**src/rtl/snp_pkg.sv**
```systemverilog
package snp_pkg;
  typedef enum logic [1:0] {
    LN_I = 2'd0,
    LN_S = 2'd1,
    LN_M = 2'd2
  } line_st_t;

  typedef enum logic [2:0] {
    BC_NONE   = 3'd0,
    BC_RDMISS = 3'd1,
    BC_WRMISS = 3'd2,
    BC_INV    = 3'd3,
    BC_WBACK  = 3'd4
  } bus_cmd_t;
endpackage

```
**src/rtl/snp_line_store.sv**
```systemverilog
module snp_line_store
  import snp_pkg::*;
#(
  parameter int IDX_W  = 2,
  parameter int TAG_W  = 6,
  parameter int DATA_W = 16
) (
  input  logic              clk,
  input  logic              rst,
  input  logic [IDX_W-1:0]  c_idx_i,
  input  logic              c_we_tag_i,
  input  logic [TAG_W-1:0]  c_tag_i,
  input  logic              c_we_st_i,
  input  line_st_t          c_st_i,
  input  logic              c_we_dat_i,
  input  logic [DATA_W-1:0] c_dat_i,
  input  logic [IDX_W-1:0]  s_idx_i,
  input  logic              s_we_i,
  input  line_st_t          s_st_i,
  output logic [TAG_W-1:0]  a_tag_o,
  output line_st_t          a_st_o,
  output logic [DATA_W-1:0] a_dat_o,
  output logic [TAG_W-1:0]  b_tag_o,
  output line_st_t          b_st_o,
  output logic [DATA_W-1:0] b_dat_o
);
  localparam int LINES = 1 << IDX_W;

  line_st_t          st_q  [LINES];
  logic [TAG_W-1:0]  tag_q [LINES];
  logic [DATA_W-1:0] mem   [LINES];

  // state and tag: snoop port first, processor port overrides on the same line
  always_ff @(posedge clk) begin
    if (rst) begin
      for (int i = 0; i < LINES; i++) begin
        st_q[i]  <= LN_I;
        tag_q[i] <= '0;
      end
    end else begin
      if (s_we_i)     st_q[s_idx_i]  <= s_st_i;
      if (c_we_st_i)  st_q[c_idx_i]  <= c_st_i;
      if (c_we_tag_i) tag_q[c_idx_i] <= c_tag_i;
    end
  end

  // data array: one write port, two registered read ports
  always_ff @(posedge clk) begin
    if (c_we_dat_i) mem[c_idx_i] <= c_dat_i;
    a_dat_o <= mem[c_idx_i];
    b_dat_o <= mem[s_idx_i];
  end

  assign a_tag_o = tag_q[c_idx_i];
  assign a_st_o  = st_q[c_idx_i];
  assign b_tag_o = tag_q[s_idx_i];
  assign b_st_o  = st_q[s_idx_i];
endmodule

```
**src/rtl/snp_snoop_unit.sv**
```systemverilog
module snp_snoop_unit
  import snp_pkg::*;
#(
  parameter int ADDR_W = 8,
  parameter int IDX_W  = 2,
  parameter int TAG_W  = ADDR_W - IDX_W
) (
  input  logic              clk,
  input  logic              rst,
  input  logic [2:0]        snp_cmd_i,
  input  logic [ADDR_W-1:0] snp_addr_i,
  input  logic [TAG_W-1:0]  b_tag_i,
  input  line_st_t          b_st_i,
  output logic [IDX_W-1:0]  s_idx_o,
  output logic              s_we_o,
  output line_st_t          s_st_o,
  output logic              supply_o,
  output logic              abort_o
);
  logic line_hit;
  logic sup_d;

  assign s_idx_o  = snp_addr_i[IDX_W-1:0];
  assign line_hit = (b_st_i != LN_I) && (b_tag_i == snp_addr_i[ADDR_W-1:IDX_W]);

  always_comb begin
    s_we_o = 1'b0;
    s_st_o = b_st_i;
    sup_d  = 1'b0;
    case (bus_cmd_t'(snp_cmd_i))
      BC_RDMISS: if (line_hit && b_st_i == LN_M) begin
        s_we_o = 1'b1;
        s_st_o = LN_S;
        sup_d  = 1'b1;
      end
      BC_WRMISS, BC_INV: if (line_hit) begin
        s_we_o = 1'b1;
        s_st_o = LN_I;
        sup_d  = (b_st_i == LN_M);
      end
      default: ;
    endcase
  end

  always_ff @(posedge clk) begin
    if (rst) begin
      supply_o <= 1'b0;
      abort_o  <= 1'b0;
    end else begin
      supply_o <= sup_d;
      abort_o  <= sup_d;
    end
  end

  // a supply only ever answers a snooped miss or invalidate
  a_r6_supply_follows_snoop: assert property (@(posedge clk) disable iff (rst)
    supply_o |-> $past(snp_cmd_i == BC_RDMISS || snp_cmd_i == BC_WRMISS || snp_cmd_i == BC_INV));
endmodule

```
**src/rtl/snp_cpu_fsm.sv**
```systemverilog
module snp_cpu_fsm
  import snp_pkg::*;
#(
  parameter int ADDR_W = 8,
  parameter int DATA_W = 16,
  parameter int IDX_W  = 2,
  parameter int TAG_W  = ADDR_W - IDX_W
) (
  input  logic              clk,
  input  logic              rst,
  input  logic              cpu_valid_i,
  input  logic              cpu_we_i,
  input  logic [ADDR_W-1:0] cpu_addr_i,
  input  logic [DATA_W-1:0] cpu_wdata_i,
  output logic              cpu_ready_o,
  output logic [DATA_W-1:0] cpu_rdata_o,
  output logic              bus_req_o,
  input  logic              bus_gnt_i,
  output logic [2:0]        bus_cmd_o,
  output logic [ADDR_W-1:0] bus_addr_o,
  output logic [DATA_W-1:0] bus_data_o,
  input  logic              fill_valid_i,
  input  logic [DATA_W-1:0] fill_data_i,
  input  logic [TAG_W-1:0]  a_tag_i,
  input  line_st_t          a_st_i,
  input  logic [DATA_W-1:0] a_dat_i,
  input  logic              s_we_i,
  input  logic [IDX_W-1:0]  s_idx_i,
  input  line_st_t          s_st_i,
  output logic [IDX_W-1:0]  c_idx_o,
  output logic              c_we_tag_o,
  output logic [TAG_W-1:0]  c_tag_o,
  output logic              c_we_st_o,
  output line_st_t          c_st_o,
  output logic              c_we_dat_o,
  output logic [DATA_W-1:0] c_dat_o
);
  typedef enum logic [1:0] {F_IDLE, F_LOOK, F_REQ, F_FILL} fsm_t;

  fsm_t              fs_q, fs_d;
  logic              rq_we_q;
  logic [ADDR_W-1:0] rq_addr_q;
  logic [DATA_W-1:0] rq_wdata_q;
  logic [IDX_W-1:0]  rq_idx;
  logic [TAG_W-1:0]  rq_tag;
  line_st_t          eff_st;
  logic              tag_hit, accept, done;
  bus_cmd_t          cmd_d;
  logic [ADDR_W-1:0] addr_d;
  logic [DATA_W-1:0] data_d, rdata_d;

  assign rq_idx  = rq_addr_q[IDX_W-1:0];
  assign rq_tag  = rq_addr_q[ADDR_W-1:IDX_W];
  assign c_idx_o = (fs_q == F_IDLE) ? cpu_addr_i[IDX_W-1:0] : rq_idx;
  // line state as it will be after a snoop landing in this same cycle
  assign eff_st  = (s_we_i && s_idx_i == rq_idx) ? s_st_i : a_st_i;
  assign tag_hit = (a_tag_i == rq_tag) && (eff_st != LN_I);

  always_comb begin
    fs_d       = fs_q;
    accept     = 1'b0;
    done       = 1'b0;
    rdata_d    = cpu_rdata_o;
    cmd_d      = BC_NONE;
    addr_d     = rq_addr_q;
    data_d     = '0;
    c_we_tag_o = 1'b0;
    c_tag_o    = rq_tag;
    c_we_st_o  = 1'b0;
    c_st_o     = LN_I;
    c_we_dat_o = 1'b0;
    c_dat_o    = rq_wdata_q;
    case (fs_q)
      F_IDLE: if (cpu_valid_i && !cpu_ready_o) begin
        accept = 1'b1;
        fs_d   = F_LOOK;
      end
      F_LOOK: begin
        if (tag_hit && !rq_we_q) begin
          rdata_d = a_dat_i;
          done    = 1'b1;
          fs_d    = F_IDLE;
        end else if (tag_hit && eff_st == LN_M) begin
          c_we_dat_o = 1'b1;
          done       = 1'b1;
          fs_d       = F_IDLE;
        end else begin
          fs_d = F_REQ;
        end
      end
      F_REQ: if (bus_gnt_i) begin
        if (!tag_hit && eff_st == LN_M) begin
          cmd_d     = BC_WBACK;
          addr_d    = {a_tag_i, rq_idx};
          data_d    = a_dat_i;
          c_we_st_o = 1'b1;
          c_st_o    = LN_I;
        end else if (tag_hit && rq_we_q) begin
          cmd_d      = BC_INV;
          c_we_st_o  = 1'b1;
          c_st_o     = LN_M;
          c_we_dat_o = 1'b1;
          done       = 1'b1;
          fs_d       = F_IDLE;
        end else begin
          cmd_d = rq_we_q ? BC_WRMISS : BC_RDMISS;
          fs_d  = F_FILL;
        end
      end
      F_FILL: if (fill_valid_i) begin
        c_we_tag_o = 1'b1;
        c_we_st_o  = 1'b1;
        c_st_o     = rq_we_q ? LN_M : LN_S;
        c_we_dat_o = 1'b1;
        c_dat_o    = rq_we_q ? rq_wdata_q : fill_data_i;
        rdata_d    = fill_data_i;
        done       = 1'b1;
        fs_d       = F_IDLE;
      end
      default: fs_d = F_IDLE;
    endcase
  end

  always_ff @(posedge clk) begin
    if (rst) begin
      fs_q        <= F_IDLE;
      rq_we_q     <= 1'b0;
      rq_addr_q   <= '0;
      rq_wdata_q  <= '0;
      cpu_ready_o <= 1'b0;
      cpu_rdata_o <= '0;
      bus_req_o   <= 1'b0;
      bus_cmd_o   <= BC_NONE;
      bus_addr_o  <= '0;
      bus_data_o  <= '0;
    end else begin
      fs_q        <= fs_d;
      cpu_ready_o <= done;
      cpu_rdata_o <= rdata_d;
      bus_req_o   <= (fs_d == F_REQ);
      bus_cmd_o   <= cmd_d;
      bus_addr_o  <= addr_d;
      bus_data_o  <= data_d;
      if (accept) begin
        rq_we_q    <= cpu_we_i;
        rq_addr_q  <= cpu_addr_i;
        rq_wdata_q <= cpu_wdata_i;
      end
    end
  end

  a_r11_cmd_needs_grant: assert property (@(posedge clk) disable iff (rst)
    (bus_cmd_o != BC_NONE) |-> ($past(bus_gnt_i) && $past(bus_req_o)));
  a_r11_grant_gives_cmd: assert property (@(posedge clk) disable iff (rst)
    (bus_req_o && bus_gnt_i) |=> (bus_cmd_o != BC_NONE));
  a_r9_wback_rerequests: assert property (@(posedge clk) disable iff (rst)
    (bus_cmd_o == BC_WBACK) |-> bus_req_o);
  a_r12_ready_pulse: assert property (@(posedge clk) disable iff (rst)
    cpu_ready_o |=> !cpu_ready_o);
endmodule

```
**src/rtl/snoop_inv_ctrl.sv**
```systemverilog
module snoop_inv_ctrl
  import snp_pkg::*;
#(
  parameter int ADDR_W = 8,
  parameter int DATA_W = 16,
  parameter int IDX_W  = 2
) (
  input  logic              clk,
  input  logic              rst,
  input  logic              cpu_valid_i,
  input  logic              cpu_we_i,
  input  logic [ADDR_W-1:0] cpu_addr_i,
  input  logic [DATA_W-1:0] cpu_wdata_i,
  output logic              cpu_ready_o,
  output logic [DATA_W-1:0] cpu_rdata_o,
  output logic              bus_req_o,
  input  logic              bus_gnt_i,
  output logic [2:0]        bus_cmd_o,
  output logic [ADDR_W-1:0] bus_addr_o,
  output logic [DATA_W-1:0] bus_data_o,
  input  logic              fill_valid_i,
  input  logic [DATA_W-1:0] fill_data_i,
  input  logic [2:0]        snp_cmd_i,
  input  logic [ADDR_W-1:0] snp_addr_i,
  output logic              snp_supply_o,
  output logic [DATA_W-1:0] snp_data_o,
  output logic              mem_abort_o
);
  localparam int TAG_W = ADDR_W - IDX_W;

  logic [IDX_W-1:0]  c_idx, s_idx;
  logic              c_we_tag, c_we_st, c_we_dat, s_we;
  logic [TAG_W-1:0]  c_tag, a_tag, b_tag;
  line_st_t          c_st, s_st, a_st, b_st;
  logic [DATA_W-1:0] c_dat, a_dat;

  snp_line_store #(.IDX_W(IDX_W), .TAG_W(TAG_W), .DATA_W(DATA_W)) u_store (
    .clk(clk), .rst(rst),
    .c_idx_i(c_idx), .c_we_tag_i(c_we_tag), .c_tag_i(c_tag),
    .c_we_st_i(c_we_st), .c_st_i(c_st), .c_we_dat_i(c_we_dat), .c_dat_i(c_dat),
    .s_idx_i(s_idx), .s_we_i(s_we), .s_st_i(s_st),
    .a_tag_o(a_tag), .a_st_o(a_st), .a_dat_o(a_dat),
    .b_tag_o(b_tag), .b_st_o(b_st), .b_dat_o(snp_data_o)
  );

  snp_snoop_unit #(.ADDR_W(ADDR_W), .IDX_W(IDX_W), .TAG_W(TAG_W)) u_snoop (
    .clk(clk), .rst(rst),
    .snp_cmd_i(snp_cmd_i), .snp_addr_i(snp_addr_i),
    .b_tag_i(b_tag), .b_st_i(b_st),
    .s_idx_o(s_idx), .s_we_o(s_we), .s_st_o(s_st),
    .supply_o(snp_supply_o), .abort_o(mem_abort_o)
  );

  snp_cpu_fsm #(.ADDR_W(ADDR_W), .DATA_W(DATA_W), .IDX_W(IDX_W), .TAG_W(TAG_W)) u_fsm (
    .clk(clk), .rst(rst),
    .cpu_valid_i(cpu_valid_i), .cpu_we_i(cpu_we_i), .cpu_addr_i(cpu_addr_i),
    .cpu_wdata_i(cpu_wdata_i), .cpu_ready_o(cpu_ready_o), .cpu_rdata_o(cpu_rdata_o),
    .bus_req_o(bus_req_o), .bus_gnt_i(bus_gnt_i), .bus_cmd_o(bus_cmd_o),
    .bus_addr_o(bus_addr_o), .bus_data_o(bus_data_o),
    .fill_valid_i(fill_valid_i), .fill_data_i(fill_data_i),
    .a_tag_i(a_tag), .a_st_i(a_st), .a_dat_i(a_dat),
    .s_we_i(s_we), .s_idx_i(s_idx), .s_st_i(s_st),
    .c_idx_o(c_idx), .c_we_tag_o(c_we_tag), .c_tag_o(c_tag),
    .c_we_st_o(c_we_st), .c_st_o(c_st), .c_we_dat_o(c_we_dat), .c_dat_o(c_dat)
  );
endmodule

```
**config.mk**
```make
export PLATFORM = sky130hd
export DESIGN_NAME = snoop_inv_ctrl
export DESIGN_NICKNAME = d
export VERILOG_FILES = /design/src/rtl/snp_pkg.sv /design/src/rtl/snp_line_store.sv /design/src/rtl/snp_snoop_unit.sv /design/src/rtl/snp_cpu_fsm.sv /design/src/rtl/snoop_inv_ctrl.sv
export SDC_FILE = /design/constraint.sdc
export NUM_CORES = 1
export LEC_CHECK = 0
export BUFFER_PORTS_ARGS = -buffer_cell sky130_fd_sc_hd__buf_2
export CAP_MARGIN = 40
export CORE_MARGIN = 2
export CORE_UTILIZATION = 45
export CTS_CLUSTER_DIAMETER = 60
export CTS_CLUSTER_SIZE = 16
export DETAILED_ROUTE_END_ITERATION = 16
export PLACE_DENSITY = 0.62
export RECOVER_POWER = 100
export REMOVE_ABC_BUFFERS = 1
export SETUP_SLACK_MARGIN = 0.4
export SLEW_MARGIN = 15
export SYNTH_ARGS = -nofsm -noshare
export SYNTH_HDL_FRONTEND = slang
export SYNTH_SLANG_ARGS = --single-unit
```
**constraint.sdc**
```tcl
create_clock -name clk -period 7.3 [get_ports clk]
set_input_delay 0.365 -clock clk [delete_from_list [all_inputs] [get_ports clk]]
set_output_delay 0.365 -clock clk [all_outputs]
set_load 0.1 [all_outputs]
```
==> impl_metrics.ini, run 1 <==
[finish]
mostFrequentLayoutCells = 138 x nand2_1, 105 x dfxtp_1, 96 x edfxtp_1, 75 x clkbuf_1, 62 x nor2_1
fin_cells = 1112
drive_above_1_share_pct = 15.1
finalNetCount = 924
antenna_cells = 0
final_common_cell = nand2_1
area_growth_pct = 13.9

[clocking]
post_cts_buffers = 0
clock_latency_ns = 0.48
cts_buffers = 17
ctsHoldBuffers = 0
cts-root-buf = clkbuf_16
clock_path_buffers = 3
clkSinkCount = 201
cts_tree = done
clkSlewWorstSetupHoldPaths_ns = 0.07
htree_levels = 1
cts-resized-gates = 0

[routing]
drt-initial-drc-count = 485
antenna_left = 0
dr.pass1.iters = 6
dr_total_vias = 6267
finalWirelength_um = 21400
wl_per_cell_um = 19.2
drcViolationCount = 0
routed_via_density = 5.64

[synth]
synth_area_sq_um = 8660
synth_cell_types = 67
netlist_instances = 764
ys_ff_latch = 201
synth_area_per_cell_sq_um = 11.3
synth_seq_area_share_pct = 57.6
ys.flop_type = dfxtp_1
yosysWarnings = 0
synth_edf_count = 96
async_reset_ff_share_pct = 0

[global_routing]
grt_first_pass_wirelength_um = 33200
gr-total-overflow = 0
grt_use_total_pct = 20.9
antenna_found_initial = 0
grt_pass1_vias = 6162
grt_max_degree = 68

[setup_path]
path_buf_inv = 2
crit_slowest_cell = clkbuf_1
worstSetupPathType = flop to flop
cp.arrival_ns = 5.72
cp-start-kind = flop
path_delay_family = simple AND/OR/NAND/NOR gates
cp-end-kind = flop
critical_path_required_ns = 7.72
slowest_delay_ns = 1.19
path_cells = or3b_1 -> nand2_1 -> clkbuf_1 -> a2111o_1 -> o2111ai_1 -> o2111ai_1 -> nor2_4 -> nand3b_1 -> nor2_1 -> clkbuf_1 -> and2_0
cp_max_fo = 37

[place]
place.port_buffers = 119
gp_congestion = 0.883
hpwl_um = 14400
dp_cells = 1082

[pwr]
p_sw_mw = 0.765
power.density_nw_per_um2 = 262
pwr-share-seq_pct = 49.6
power_frac_clock_pct = 32.6
intPower_mw = 1.82
peakVddDrop_mv = 0.177
p_leak_nw = 3.74
p_sw_share_pct = 29.6
combPwrFrac_pct = 17.8

[sta]
worst_pin_slew_ns = 3.34
rsz0062_at_grt = false
fin_skew_ns = 0.0107
final-hold-violation-count = 0
min_period_ns = 5.29
maxSlewHeadroom_pct = -123
finalSetupTns_ns = 0
finalSetupViolCount = 0
fmax_mhz = 189
drv_slew = 137
fin_crit_sh_pct = 72.5

[worst_hold_path]
hold_path_class = primary input to flop

[outcome]
violations = capacitance limit, slew limit
status = complete, but fails checks

[die]
die_area_sq_um = 20400
start_util_pct = 46.1
num_rows = 50
coreArea_sq_um = 18800
io_pins = 120
die_w_um = 143
dieHeight_um = 143

[run]
max-cap-violations = 3
[cell families (layout without fill, tap and decap cells)]
group                     Yosys count  count (layout)  synth area share [%]
xor gates and xnor gates           10              10                  1.01
buffers and inverters              62             176                  3.08
AOI/OAI and AO/OA                 125             125                  10.4
muxes                              65              65                  11.6
DFF                               201             201                  57.6
and+or+nand+nor                   301             301                  16.3
[final timing paths]
check	endpoint	cells past startpoint	start	slack (ns)
min reg2reg	u_fsm.rq_wdata_q[13]$_SDFFE_PP0P_	2	u_fsm.rq_wdata_q[13]$_SDFFE_PP0P_	0.46
max reg2reg	u_fsm.bus_data_o[6]$_SDFF_PP0_	11	u_fsm.fs_q[1]$_SDFF_PP0_	2.01
max	u_fsm.bus_data_o[6]$_SDFF_PP0_	11	u_fsm.fs_q[1]$_SDFF_PP0_	2.01
min	u_fsm.rq_wdata_q[8]$_SDFFE_PP0P_	3	cpu_wdata_i[8]	0.11
[tightest hold or removal path, delay by kind of cell]
family          cells  cell delay (ns)
buf+inv             1             0.09
simple gates        1             0.04
compound gates      1             0.05
[flip-flops by register name, summed over array words and instances, names as in the netlist]
name / cells
u_fsm.rq_we_q: 1
u_store.b_dat_o: 16
u_store.tag_q: 24
u_fsm.rq_wdata_q: 16
u_store.st_q: 8
u_fsm.bus_addr_o: 8
u_fsm.bus_data_o: 16
u_store.a_dat_o: 16
u_fsm.cpu_rdata_o: 16
u_fsm.fs_q: 2
u_store.mem: 64
u_fsm.bus_cmd_o: 3
u_fsm.rq_addr_q: 8
u_fsm.cpu_ready_o: 1
u_snoop.supply_o: 1
u_fsm.bus_req_o: 1
[power groups by stage]
stage                     logic, mW  registers [mW]  clock network [mW]
after floorplan               0.235            1.39                   0
after global placement        0.457            1.30                   0
after detailed placement      0.468            1.31                   0
after CTS                     0.471            1.28               0.862
after global routing          0.499            1.29               0.904
final                         0.461            1.28               0.843
[routing by layer]
layer	global-route usage, %	vias up	part of all wire (%)
li1	-	2981	-
met1	29.8	3022	45
met2	33.6	236	46
met3	2.88	28	6.6
met4	5.52	0	1.7
met5	0	-	0
[synthesized netlist by cell type (all sizes together), types with 6 or more instances]
library cell / number / area share (%)
nand2: 138 / 6.0
buf: 15 / 1.0
and2: 17 / 1.2
nand2b: 6 / 0.43
a21boi: 7 / 0.61
nor2b: 7 / 0.51
mux2: 17 / 2.2
nor3: 9 / 0.58
dfxtp: 105 / 24
edfxtp: 96 / 33
xnor2: 9 / 0.91
clkbuf: 36 / 1.6
o211ai: 7 / 0.61
a21oi: 30 / 1.9
mux2i: 22 / 2.5
inv: 11 / 0.48
a211oi: 19 / 1.9
and3: 31 / 2.2
o21ai: 12 / 0.69
a31oi: 20 / 1.4
mux4: 26 / 6.9
or4: 6 / 0.52
nor2: 64 / 2.9
[cell type report]
cell class | count | area [sq um]
multi-input combinational | 501 | 3420
tap | 234 | 293
clock buffer | 24 | 452
timing repair buffer | 135 | 628
clock inverter | 6 | 43.8
fill | 1693 | 8900
inverter | 11 | 41.3
sequential | 201 | 4980
[per-stage QoR]
step	utilization, %	hold WS [ns]	instance area [sq um]	total power [mW]	setup slack [ns]
2_1_floorplan	-	0.427	8430	1.62	2.18
3_3_place_gp	50.3	0.440	9450	1.76	2.92
3_5_place_dp	50.5	0.442	9490	1.77	2.74
4_1_cts	53.2	0.0959	9980	2.61	3.08
5_1_grt	52.6	0.108	9860	2.69	1.48
6_report	52.6	0.114	9860	2.59	2.01
Note: power is estimated with default switching activity, not from simulation.
==> run 2: changes to the inputs <==
Settings changed: ABC_AREA set to 1.
Clock period 7.3 ns to 5.15 ns, I/O delays scaled along.
==> impl_metrics.ini, run 2 <==
[die]
start_util_pct = 45.8
io_pins = 120
dieHeight_um = 142
num_rows = 50
die_area_sq_um = 20200
coreArea_sq_um = 18700
die_w_um = 142

[place]
dpl_cell_area_sq_um = 9310
place.port_buffers = 119
hpwl_um = 14600
gp_congestion = 0.836

[routing]
finalWirelength_um = 22100
wl_per_cell_um = 16.8
drcViolationCount = 0
antenna_left = 0
dr_total_vias = 6903
drt-initial-drc-count = 511
routed_via_density = 5.24
dr.pass1.iters = 5

[pwr]
peakVddDrop_mv = 0.224
p_sw_mw = 1.31
p_sw_share_pct = 33.0
totalPowerFinal_mw = 3.96
p_leak_nw = 4.04
intPower_mw = 2.66
power.density_nw_per_um2 = 408
combPwrFrac_pct = 22.0
power_frac_clock_pct = 30.8
pwr-share-seq_pct = 47.3

[sta]
drv_slew = 0
rsz0062_at_grt = false
final-hold-violation-count = 0
fin_skew_ns = 0.0146
worst_pin_slew_ns = 1.48
fmax_mhz = 237
finalSetupViolCount = 0
finalSetupTns_ns = 0
maxSlewHeadroom_pct = 1.16
fin_crit_sh_pct = 81.9
min_period_ns = 4.22

[finish]
drive_above_1_share_pct = 10.4
finalNetCount = 1130
seq_area_sq_um = 4980
largestRegisters = u_store.mem: 64 flops, u_store.tag_q: 24 flops
multi_input_area_sq_um = 2930
area_growth_pct = 13.5
largest_reg_flops = 64
postLayoutCoreUtil_pct = 52.0
fillers = 1770
antenna_cells = 0
top_register = u_store.mem
final_common_cell = nor2_1
fin_area_sq_um = 9720
mostFrequentLayoutCells = 173 x nor2_1, 167 x nand2_1, 106 x o21ai_0, 105 x dfxtp_1, 96 x edfxtp_1

[clocking]
cts-root-buf = clkbuf_16
clkSlewWorstSetupHoldPaths_ns = 0.08
clock_path_buffers = 3
clock_latency_ns = 0.49
post_cts_buffers = 0
htree_levels = 1
cts_tree = done
cts_buffers = 17
clkSinkCount = 201
cts-resized-gates = 0

[setup_path]
worstSetupPathType = flop to flop
critical_path_required_ns = 5.46
cp-end-kind = flop
slowest_delay_ns = 0.74
path_buf_inv = 2
cp_max_fo = 23
crit_slowest_cell = inv_1
path_delay_family = simple AND/OR/NAND/NOR gates
cp.arrival_ns = 4.52
cp-start-kind = flop
path_cells = nor2_4 -> nand2_1 -> o21ai_2 -> nand2_2 -> inv_1 -> a22oi_1 -> nand3_1 -> nand2_1 -> nor2_1 -> nand3_1 -> nand3_1 -> nor2_1 -> inv_1 -> nor2_1

[global_routing]
grt_first_pass_wirelength_um = 34700
grt_use_total_pct = 21.8
antenna_found_initial = 0
grt_max_degree = 53
grt_pass1_vias = 6606
gr-total-overflow = 0

[synth]
synth_seq_area_share_pct = 58.2
post-synth-top-area-fraction_pct = 33.6
async_reset_ff_share_pct = 0
synthTopCellsByArea = edfxtp_1 34%, dfxtp_1 25%, nand2_1 7.3%
ys.flop_type = dfxtp_1
yosysWarnings = 0
netlist_instances = 962
synth_top_cell_by_area = edfxtp_1
synth_edf_count = 96
synth.most_common_cell = nand2_1
ys_top_cells_by_count = 166 x nand2_1, 163 x nor2_1, 106 x o21ai_0
ys_ff_latch = 201
synth_area_sq_um = 8570
synth_cell_types = 36
synth_area_per_cell_sq_um = 8.91

[outcome]
status = finished, final reports clean

[worst_hold_path]
hold_path_class = primary input to flop

[run]
max-cap-violations = 0
-- run 2: tightest hold or removal path, cell delays in order --
cell,delay [ns]
buf_2,0.08
nor2_1,0.03
nor2_1,0.08
-- run 2: per-stage QoR --
step / std cells / hold WS, ns / setup slack, ns
floorplan: 915 / 0.327 / 1.95
global placement: 1275 / 0.422 / 1.48
detailed placement: 1280 / 0.416 / 1.42
CTS: 1317 / 0.000174 / 1.39
global route: 1318 / 0.00854 / 0.566
finish: 1318 / 0.00549 / 0.932
-- run 2: cell type report --
cell class / instances / share of cell area [%]
flip-flops and latches: 201 / 51.3
clock buffers: 26 / 4.83
multi-input cells: 620 / 30.1
well taps: 234 / 3.01
inverters: 94 / 3.68
repair buffers: 139 / 6.75
clock inverters: 4 / 0.348
-- run 2: cell families after synthesis --
kind of cell	Yosys count	share of synthesized area, %
simple gates	422	21.5
xor+xnor	1	0.102
buf+inv	141	6.94
compound gates	197	13.3
flops	201	58.2
-- run 2: timing repair --
action / CTS / global route
setup endpoints to repair: 0 / 0
hold buffers: 7 / 1
hold endpoints to repair: 7 / 1
-- run 2: worst paths after layout --
kind                         startpoint                          endpoint  slack [ns]  cells after the start
max            u_fsm.fs_q[1]$_SDFF_PP0_   u_fsm.bus_data_o[10]$_SDFF_PP0_        0.93                     14
min                      cpu_wdata_i[5]  u_fsm.rq_wdata_q[5]$_SDFFE_PP0P_       0.005                      3
max reg2reg    u_fsm.fs_q[1]$_SDFF_PP0_   u_fsm.bus_data_o[10]$_SDFF_PP0_        0.93                     14
min reg2reg  u_store.a_dat_o[4]$_DFF_P_    u_fsm.bus_data_o[4]$_SDFF_PP0_        0.42                      2
-- run 2: power by group through the flow --
stage	sequential (mW)	clock [mW]	combinational [mW]
after floorplan	2.09	0	0.457
after global placement	1.91	0	0.879
after detailed placement	1.91	0	0.886
after CTS	1.87	1.23	0.896
after global routing	1.89	1.30	0.960
final	1.87	1.22	0.871
-- run 2: metal layers --
layer	track usage [%]	vias to the layer above	part of all wire [%]
li1	-	3419	-
met4	6.05	0	2.0
met3	2.73	33	5.6
met1	29.3	3216	44
met5	0	-	0
met2	37.6	235	48
